## config.mk

```make
export PLATFORM = sky130hd
export DESIGN_NAME = trap_level_stack
export DESIGN_NICKNAME = d
export VERILOG_FILES = /design/src/rtl/trap_level_stack.sv
export SDC_FILE = /design/constraint.sdc
export NUM_CORES = 1
export LEC_CHECK = 0
export ABC_AREA = 1
export BUFFER_PORTS_ARGS = -buffer_cell sky130_fd_sc_hd__buf_2
export CORE_ASPECT_RATIO = 1.4
export CORE_MARGIN = 5
export CORE_UTILIZATION = 45
export CTS_CLUSTER_SIZE = 14
export DETAILED_ROUTE_END_ITERATION = 7
export GPL_ROUTABILITY_DRIVEN = 0
export GPL_TIMING_DRIVEN = 0
export SYNTH_ARGS = -nofsm -noshare
export SYNTH_HDL_FRONTEND = slang
export SYNTH_SLANG_ARGS = --single-unit
```

## constraint.sdc

```tcl
create_clock -name clk -period 14.6 [get_ports clk]
set_input_delay 0 -clock clk [delete_from_list [all_inputs] [get_ports clk]]
set_output_delay 0 -clock clk [all_outputs]
set_load 0.005 [all_outputs]
```

## src/rtl/trap_level_stack.sv

```systemverilog
module trap_level_stack #(
  parameter int PCW  = 64,
  parameter int TLW  = 4,
  parameter int NWIN = 8
) (
  input  logic           clk,
  input  logic           rst_n,
  input  logic [TLW-1:0] max_level,
  input  logic           trap_req,
  input  logic           ret_req,
  input  logic [7:0]     ccr_in,
  input  logic [7:0]     asi_in,
  input  logic [11:0]    pstate_in,
  input  logic [7:0]     cwp_in,
  input  logic [PCW-1:0] pc_in,
  input  logic [PCW-1:0] npc_in,
  output logic [TLW-1:0] level,
  output logic           red_mode,
  output logic           err_state,
  output logic           ill_ret,
  output logic [PCW-1:0] saved_pc,
  output logic [PCW-1:0] saved_npc,
  output logic [39:0]    saved_state,
  output logic           ret_vld,
  output logic [11:0]    rest_pstate,
  output logic [7:0]     rest_cwp,
  output logic [15:0]    version
);
  localparam int DEPTH   = 8;
  localparam int IDXW    = $clog2(DEPTH);
  localparam int RED_BIT = 5;
  localparam logic [11:0] PS_MASK = 12'hF3F;

  logic [PCW-1:0] pc_mem  [DEPTH];
  logic [PCW-1:0] npc_mem [DEPTH];
  logic [39:0]    st_mem  [DEPTH];

  logic [TLW-1:0] tl_q;
  logic           red_q, err_q;

  wire [TLW-1:0]  tl_inc  = tl_q + TLW'(1);
  wire [IDXW-1:0] rd_idx  = tl_q[IDXW-1:0];
  wire [IDXW-1:0] wr_idx  = tl_inc[IDXW-1:0];
  wire            trap_ok = trap_req & ~err_q & (tl_q < max_level);
  wire            trap_bad = trap_req & ~err_q & (tl_q >= max_level);
  wire            ret_act = ret_req & ~trap_req & ~err_q;
  wire            ret_ok  = ret_act & (tl_q != '0);
  wire            red_now = trap_ok & (tl_inc == max_level);
  wire            red_nxt = red_q | red_now;
  wire [11:0]     ps_save = (pstate_in | (12'(red_nxt) << RED_BIT)) & PS_MASK;
  wire [39:0]     word_in = {ccr_in, asi_in, 4'b0, ps_save, cwp_in};
  wire [39:0]     cur_word = st_mem[rd_idx];

  always_ff @(posedge clk) begin
    if (trap_ok) begin
      pc_mem[wr_idx]  <= pc_in;
      npc_mem[wr_idx] <= npc_in;
      st_mem[wr_idx]  <= word_in;
    end
  end

  always_ff @(posedge clk) begin
    if (!rst_n) begin
      tl_q        <= '0;
      red_q       <= 1'b0;
      err_q       <= 1'b0;
      ill_ret     <= 1'b0;
      ret_vld     <= 1'b0;
      rest_pstate <= '0;
      rest_cwp    <= '0;
    end else begin
      ill_ret <= ret_act & (tl_q == '0);
      ret_vld <= ret_ok;
      if (trap_bad) err_q <= 1'b1;
      if (red_now)  red_q <= 1'b1;
      if (trap_ok) begin
        tl_q <= tl_inc;
      end else if (ret_ok) begin
        tl_q        <= tl_q - TLW'(1);
        rest_pstate <= cur_word[19:8] & PS_MASK;
        rest_cwp    <= cur_word[7:0];
      end
    end
  end

  assign level       = tl_q;
  assign red_mode    = red_q;
  assign err_state   = err_q;
  assign saved_pc    = pc_mem[rd_idx];
  assign saved_npc   = npc_mem[rd_idx];
  assign saved_state = cur_word;
  assign version     = {8'(max_level), 8'(NWIN - 1)};
endmodule


```

==> impl_metrics.py, run 1 <==
metrics = {
    "status": {
        "status": "finished, violations left",
        "violations": "max-capacitance violations, max-slew violations",
    },
    "sta": {
        "period_minus_slack_ns": 3.821,
        "holdWs_ns": 0.08773,
        "period_share_pct": 26.17,
        "maxSlewViolCount": 11,
        "worstMarginPinSlew_ns": 1.502,
        "hold_viol": 0,
        "rsz0062_at_grt": "false",
        "setup_viol": 0,
        "max_slew_margin_pct": -0.1266,
        "fmax_mhz": 261.7,
        "skew_ns": 0.02223,
    },
    "clock_tree": {
        "cts_max_level": 3,
        "cts_sinks": 1325,
        "worstSkewPairLatency_ns": 0.72,
        "clkTransAtPathRegs_ns": 0.06,
        "cts_tree": "yes",
        "post_cts_buffers": 0,
        "clock_path_buffers": 3,
        "clock-root-buffer": "clkbuf_16",
        "cts_made_buffers": 120,
    },
    "setup_path": {
        "worst_r2r_startpoint": "level[1]",
        "rrSetupSlack_ns": 11.03,
        "worstSetupPathType": "flip-flop to output port",
        "end_kind": "output port",
        "r2r_end": "npc_mem[6][24]",
        "critPathMaxFanout": 10,
        "ff2ff_path_depth": 11,
        "critical_path.startpoint_type": "flip-flop",
        "cp_data_arrival_time_ns": 3.82,
        "required_ns": 14.60,
    },
    "route": {
        "route.detailed.drc": 0,
        "drt-total-wl_mm": 146.6,
        "final_antenna_net_count": 0,
        "vias": 34195,
        "drtIter0Drc": 3221,
        "vias_per_cell": 5.361,
        "drtPass1Iterations": 5,
        "wl_per_cell_um": 22.99,
    },
    "final_layout": {
        "layout-drive-gt1-share_pct": 14.89,
        "multi_input_area_um2": 10700,
        "fin_area_um2": 62310,
        "fillerInstances": 9528,
        "synthToLayoutAreaGrowth_pct": 20.27,
        "regArea_um2": 39500,
        "num-nets-final": 4958,
        "final_util_pct": 54.38,
    },
    "global_routing": {
        "grt_max_degree": 32,
        "antenna_found_initial": 19,
        "grt_first_pass_wirelength_mm": 215.3,
        "gr-total-overflow": 0,
        "grt_pass1_vias": 33550,
        "grt_use_total_pct": 23.37,
    },
    "yosys": {
        "yosys-top-cells-area": "edfxtp_1 (75%), nor2_1 (6.4%), o21ai_0 (4.5%)",
        "yosysMostFrequentCell": "edfxtp_1",
        "ys_ff_latch": 1325,
        "synthTopCellsByCount": "edfxtp_1 (1296), nor2_1 (882), nand2_1 (486)",
        "ys_warn_count": 0,
        "synth_edf_count": 1296,
        "syn-cell-area_um2": 51810,
        "post_synth.cell_area_avg_um2": 12.78,
        "synthArstFlopShare_pct": 0,
        "synth_cell_types": 26,
        "synth_top_area_share_pct": 75.11,
        "seq_area_frac_synth_pct": 76.23,
        "synth_top_area_cell": "edfxtp_1",
        "syn_inst": 4054,
        "ys.flop_type": "edfxtp_1",
    },
    "run": {
        "maxCapViolations": 1,
    },
    "min_path": {
        "whs_path_depth": 2,
        "hold_path_class": "primary input to flip-flop",
        "hold_end": "st_mem[4][30]",
        "min-delay-start": "ccr_in[4]",
    },
    "pwr": {
        "combPwrFrac_pct": 35.0,
        "power_frac_seq_pct": 39.9,
        "ir_drop_v": 0.0001139,
        "internal_power_w": 0.007890,
        "p_sw_w": 0.004464,
        "p_sw_share_pct": 36.13,
        "clkPwrFrac_pct": 25.0,
        "power.density_nw_per_um2": 198.2,
        "power.leakage_nw": 21.92,
    },
    "floorplan": {
        "die_y_um": 411.5,
        "rows": 147,
        "fp.dieArea_um2": 122100,
        "start_util_pct": 45.22,
        "die_w_um": 296.8,
        "ios": 384,
        "core_um2": 114600,
    },
    "placed_design": {
        "io_buffers": 360,
        "place_area_um2": 56730,
        "hpwl_mm": 96.37,
    },
}
[power groups by stage]
stage	sequential, W	combinational (W)	clock, W
2_1_floorplan	0.00515	0.00220	0
3_3_place_gp	0.00533	0.00411	0
3_5_place_dp	0.00501	0.00433	0
4_1_cts	0.00493	0.00439	0.00313
5_1_grt	0.00497	0.00473	0.00329
6_report	0.00493	0.00433	0.00309
[placed cells by master (no fill, tap or decap), drive strengths merged, types with 6 or more instances in the layout]
cell / instances
nand3: 31
ha: 6
inv: 42
a31oi: 144
dlygate4sd3: 173
nand2: 486
clkinv: 48
dfxtp: 29
o21ai: 684
nor2: 882
a21oi: 167
bufinv: 8
edfxtp: 1296
buf: 567
diode: 12
clkbuf: 288
conb: 20
[worst max-delay path by stage]
stage	to	slack, ns	depth (start not counted)
after floorplan	npc_mem[0][0]	5.92	6
after global placement	npc_mem[2][31]	-0.97	8
after detailed placement	npc_mem[6][29]	11.04	11
after CTS	saved_npc[51]	10.63	7
after global routing	saved_npc[51]	10.68	7
final	saved_npc[51]	10.78	7
[registers in the layout (all words and copies together), names as in the netlist, named ones only]
name and cells:
rest_pstate 10, ill_ret 1, st_mem 272, level 4
ret_vld 1, err_state 1, rest_cwp 8, red_mode 1
pc_mem 512, npc_mem 512
[per-stage QoR]
stage	instances	total power, W	setup TNS [ns]	worst slack, ns
after CTS	6367	0.01245	0	10.63
after floorplan	4072	0.007358	0	5.922
after detailed placement	5975	0.009336	0	11.04
after global routing	6370	0.01298	0	10.68
final	6379	0.01235	0	10.78
after global placement	5922	0.009438	-777.10	-0.9713
[routing by layer]
metal / vias up / part of all wire, % / track usage (%)
met5: - / 0.044 / 0
li1: 15986 / - / -
met1: 16693 / 41 / 30.54
met4: 10 / 3.2 / 8.150
met3: 245 / 7.5 / 4.164
met2: 1261 / 49 / 39.76
[final cells by class]
class | count | area share [%]
inverters | 43 | 0.2630
repair buffers | 586 | 7.469
multi-input cells | 2426 | 17.17
plain buffers | 278 | 2.534
well taps | 1490 | 2.992
flip-flops and latches | 1325 | 63.39
clock inverters | 55 | 0.7710
diodes | 12 | 0.04819
clock buffers | 164 | 5.363
[timing repair]
action | in CTS | in global routing
endpoints found under the hold margin | 1324 | 0
hold buffers | 173 | 0
gates resized for setup | 0 | 0
[cell families (layout without fill, tap and decap cells)]
| family | count (synthesis) | after routing | synth area share (%) |
|---|---|---|---|
| AOI/OAI and AO/OA | 995 | 995 | 9.959 |
| xor gates and xnor gates | 1 | 1 | 0.01691 |
| adders and majority gates | 6 | 6 | 0.1449 |
| buffers and inverters | 321 | 1126 | 3.359 |
| DFF | 1325 | 1325 | 76.23 |
| other | 2 | 32 | 0.01449 |
| and+or+nand+nor | 1404 | 1404 | 10.27 |
[critical path: stages (launching register included)]
cell,delay [ns]
dfxtp_1,0.31
buf_6,0.17
inv_4,0.11
clkbuf_1,1.03
buf_1,0.53
o21ai_0,0.18
a31oi_1,0.53
buf_2,0.23
No activity file was read; power rests on OpenSTA's default activity.
==> inputs of run 2 (changes only) <==
==> constraint.sdc (replaced) <==
create_clock -name clk -period 3.5 [get_ports clk]
set_input_delay 0 -clock clk [delete_from_list [all_inputs] [get_ports clk]]
set_output_delay 0 -clock clk [all_outputs]
set_load 0.005 [all_outputs]
==> run 2 against run 1 <==
Effect of this change:
- the flow now finishes without violations
- sequential share of layout area hardly changed
- core utilization hardly changed
- routed wire length is 0.47% higher
- sequential power grew to 4.2 times the previous value
- global-route usage hardly changed
- critical path type unchanged
==> impl_metrics.py, run 2 (same netlist as run 1, synthesis figures left out) <==
metrics = {
    "final_layout": {
        "final_util_pct": 54.40,
        "fin_area_um2": 62330,
        "multi_input_area_um2": 10790,
        "regArea_um2": 39510,
        "fillerInstances": 9506,
        "mostFrequentLayoutCell": "edfxtp_1",
        "layout_common_cells": "edfxtp_1 (1296), nor2_1 (874), nand2_1 (483)",
        "layout-drive-gt1-share_pct": 15.28,
        "synthToLayoutAreaGrowth_pct": 20.30,
        "largestRegisters": "npc_mem x512, pc_mem x512, st_mem x272",
        "stdcell_count": 6384,
        "num-nets-final": 4956,
    },
    "clock_tree": {
        "cts_max_level": 3,
        "cts_tree": "yes",
        "clkTransAtPathRegs_ns": 0.07,
        "clock_path_buffers": 3,
        "cts_made_buffers": 121,
        "clock-root-buffer": "clkbuf_16",
        "worstSkewPairLatency_ns": 0.73,
        "post_cts_buffers": 0,
        "cts_sinks": 1325,
    },
    "sta": {
        "worstMarginPinSlew_ns": 1.304,
        "hold_viol": 0,
        "period_minus_slack_ns": 3.363,
        "period_share_pct": 96.09,
        "fmax_mhz": 297.3,
        "rsz0062_at_grt": "false",
        "skew_ns": 0.02270,
        "max_slew_margin_pct": 13.10,
        "setup_viol": 0,
        "maxSlewViolCount": 0,
    },
    "route": {
        "wl_met3_mm": 9.964,
        "drtPass1Iterations": 5,
        "topRoutingLayerUsed": "met5",
        "vias": 34259,
        "route.detailed.drc": 0,
        "vias_per_cell": 5.366,
        "met1_length_mm": 59.42,
        "drt-total-wl_mm": 147.3,
        "final_antenna_net_count": 0,
        "dr_wl_met2_mm": 72.86,
        "drtIter0Drc": 3064,
        "wl_per_cell_um": 23.08,
    },
    "placed_design": {
        "place_area_um2": 56830,
        "io_buffers": 360,
        "placed_cells": 5975,
        "hpwl_mm": 97.16,
    },
    "pwr": {
        "power_w": 0.05122,
        "power.leakage_nw": 21.89,
        "power.density_nw_per_um2": 821.8,
        "ir_drop_v": 0.0005684,
    },
    "status": {
        "status": "complete, no violations",
    },
    "global_routing": {
        "grt_use_total_pct": 23.41,
        "antenna_found_initial": 21,
        "grt_first_pass_wirelength_mm": 215.5,
        "grt_pass1_vias": 33639,
        "grt_max_degree": 32,
        "gr-total-overflow": 0,
    },
    "setup_path": {
        "cpPeakStageDelay_ns": 0.98,
        "cp_cell_sequence": "clkinv_1 -> clkbuf_1 -> clkbuf_1 -> a31oi_1 -> buf_2",
        "crit_buf_inv": 4,
        "slowest_stage": "clkbuf_1",
        "critical_path.startpoint_type": "flip-flop",
        "required_ns": 3.50,
        "cp_top_family": "buffers and inverters",
        "path_common_cell": "clkbuf_1",
        "critPathMaxFanout": 10,
        "cp_data_arrival_time_ns": 3.36,
        "worstSetupPathType": "flip-flop to output port",
        "end_kind": "output port",
    },
    "floorplan": {
        "rows": 147,
        "core_um2": 114600,
        "die_y_um": 411.5,
        "ios": 384,
        "fp.dieArea_um2": 122100,
        "die_w_um": 296.8,
        "start_util_pct": 45.22,
    },
    "run": {
        "maxCapViolations": 0,
    },
    "min_path": {
        "hold_path_class": "primary input to flip-flop",
    },
}
run 2: cell count changes in the layout (fill, tap and decap cells not counted), moves of 3 or more:
cell / before / now
ha_4: 0 / 3
clkinv_2: 20 / 24
nand2_1: 486 / 483
clkbuf_1: 152 / 148
diode_2: 12 / 17
dfxtp_1: 29 / 25
bufinv_16: 8 / 2
ha_1: 6 / 3
inv_6: 0 / 7
run 2: worst min-delay path: stages:
cell     delay (ns)
buf_2          0.20
ha_4           0.17
nand3_1        0.08
nand3_1        0.12
nand2_1        0.06
a21oi_1        0.12
run 2: power breakdown:
part | total (W) | switching (W) | internal, W
clock network | 0.0126 | 0.00574 | 0.00688
logic | 0.0180 | 0.0124 | 0.00561
registers | 0.0206 | 0.000537 | 0.0201
total | 0.0512 | 0.0187 | 0.0326
run 2: final cells by class:
| class | instances | share of cell area, % |
|---|---|---|
| Antenna cell | 17 | 0.06825 |
| Inverter | 43 | 0.2790 |
| Multi-Input combinational cell | 2426 | 17.31 |
| Timing Repair Buffer | 584 | 7.423 |
| Tap cell | 1490 | 2.991 |
| Buffer | 277 | 2.535 |
| Clock inverter | 58 | 0.5922 |
| Clock buffer | 164 | 5.414 |
| Sequential cell | 1325 | 63.39 |
run 2: timing repair:
action                                 in CTS  in global routing
hold buffers                              171                  0
resized for setup                           3                  1
endpoints found under the hold margin    1325                  0
gates cloned                                0                  0
pin swaps                                   0                  0
setup endpoints to repair                 138                  3
run 2: layer usage:
layer  vias to the layer above  global-route usage (%)
met5                         -                       0
met4                         2                   8.158
met1                     16776                   30.51
met3                       250                   4.053
met2                      1256                   40.03
li1                      15975                       -
run 2: final timing paths:
path | start | end | slack [ns] | depth (start not counted)
max | flip-flop | saved_state[24] | 0.14 | 5
min | max_level[0] | err_state | 0.06 | 6
max reg2reg | level[2] | npc_mem[0][60] | 0.42 | 11
min reg2reg | rest_pstate[0] | rest_pstate[0] | 0.49 | 2
run 2: stage by stage:
| stage | TNS (ns) | hold WS (ns) | worst slack (ns) |
|---|---|---|---|
| finish | 0 | 0.06301 | 0.1369 |
| global route | 0 | 0.07180 | 0.06315 |
| CTS | 0 | 0.01833 | 0.004837 |
| detailed placement | 0 | 0.2748 | 0.4147 |
| global placement | -3403.30 | 0.2692 | -2.755 |
| floorplan | -555.15 | 0.07784 | -0.4445 |
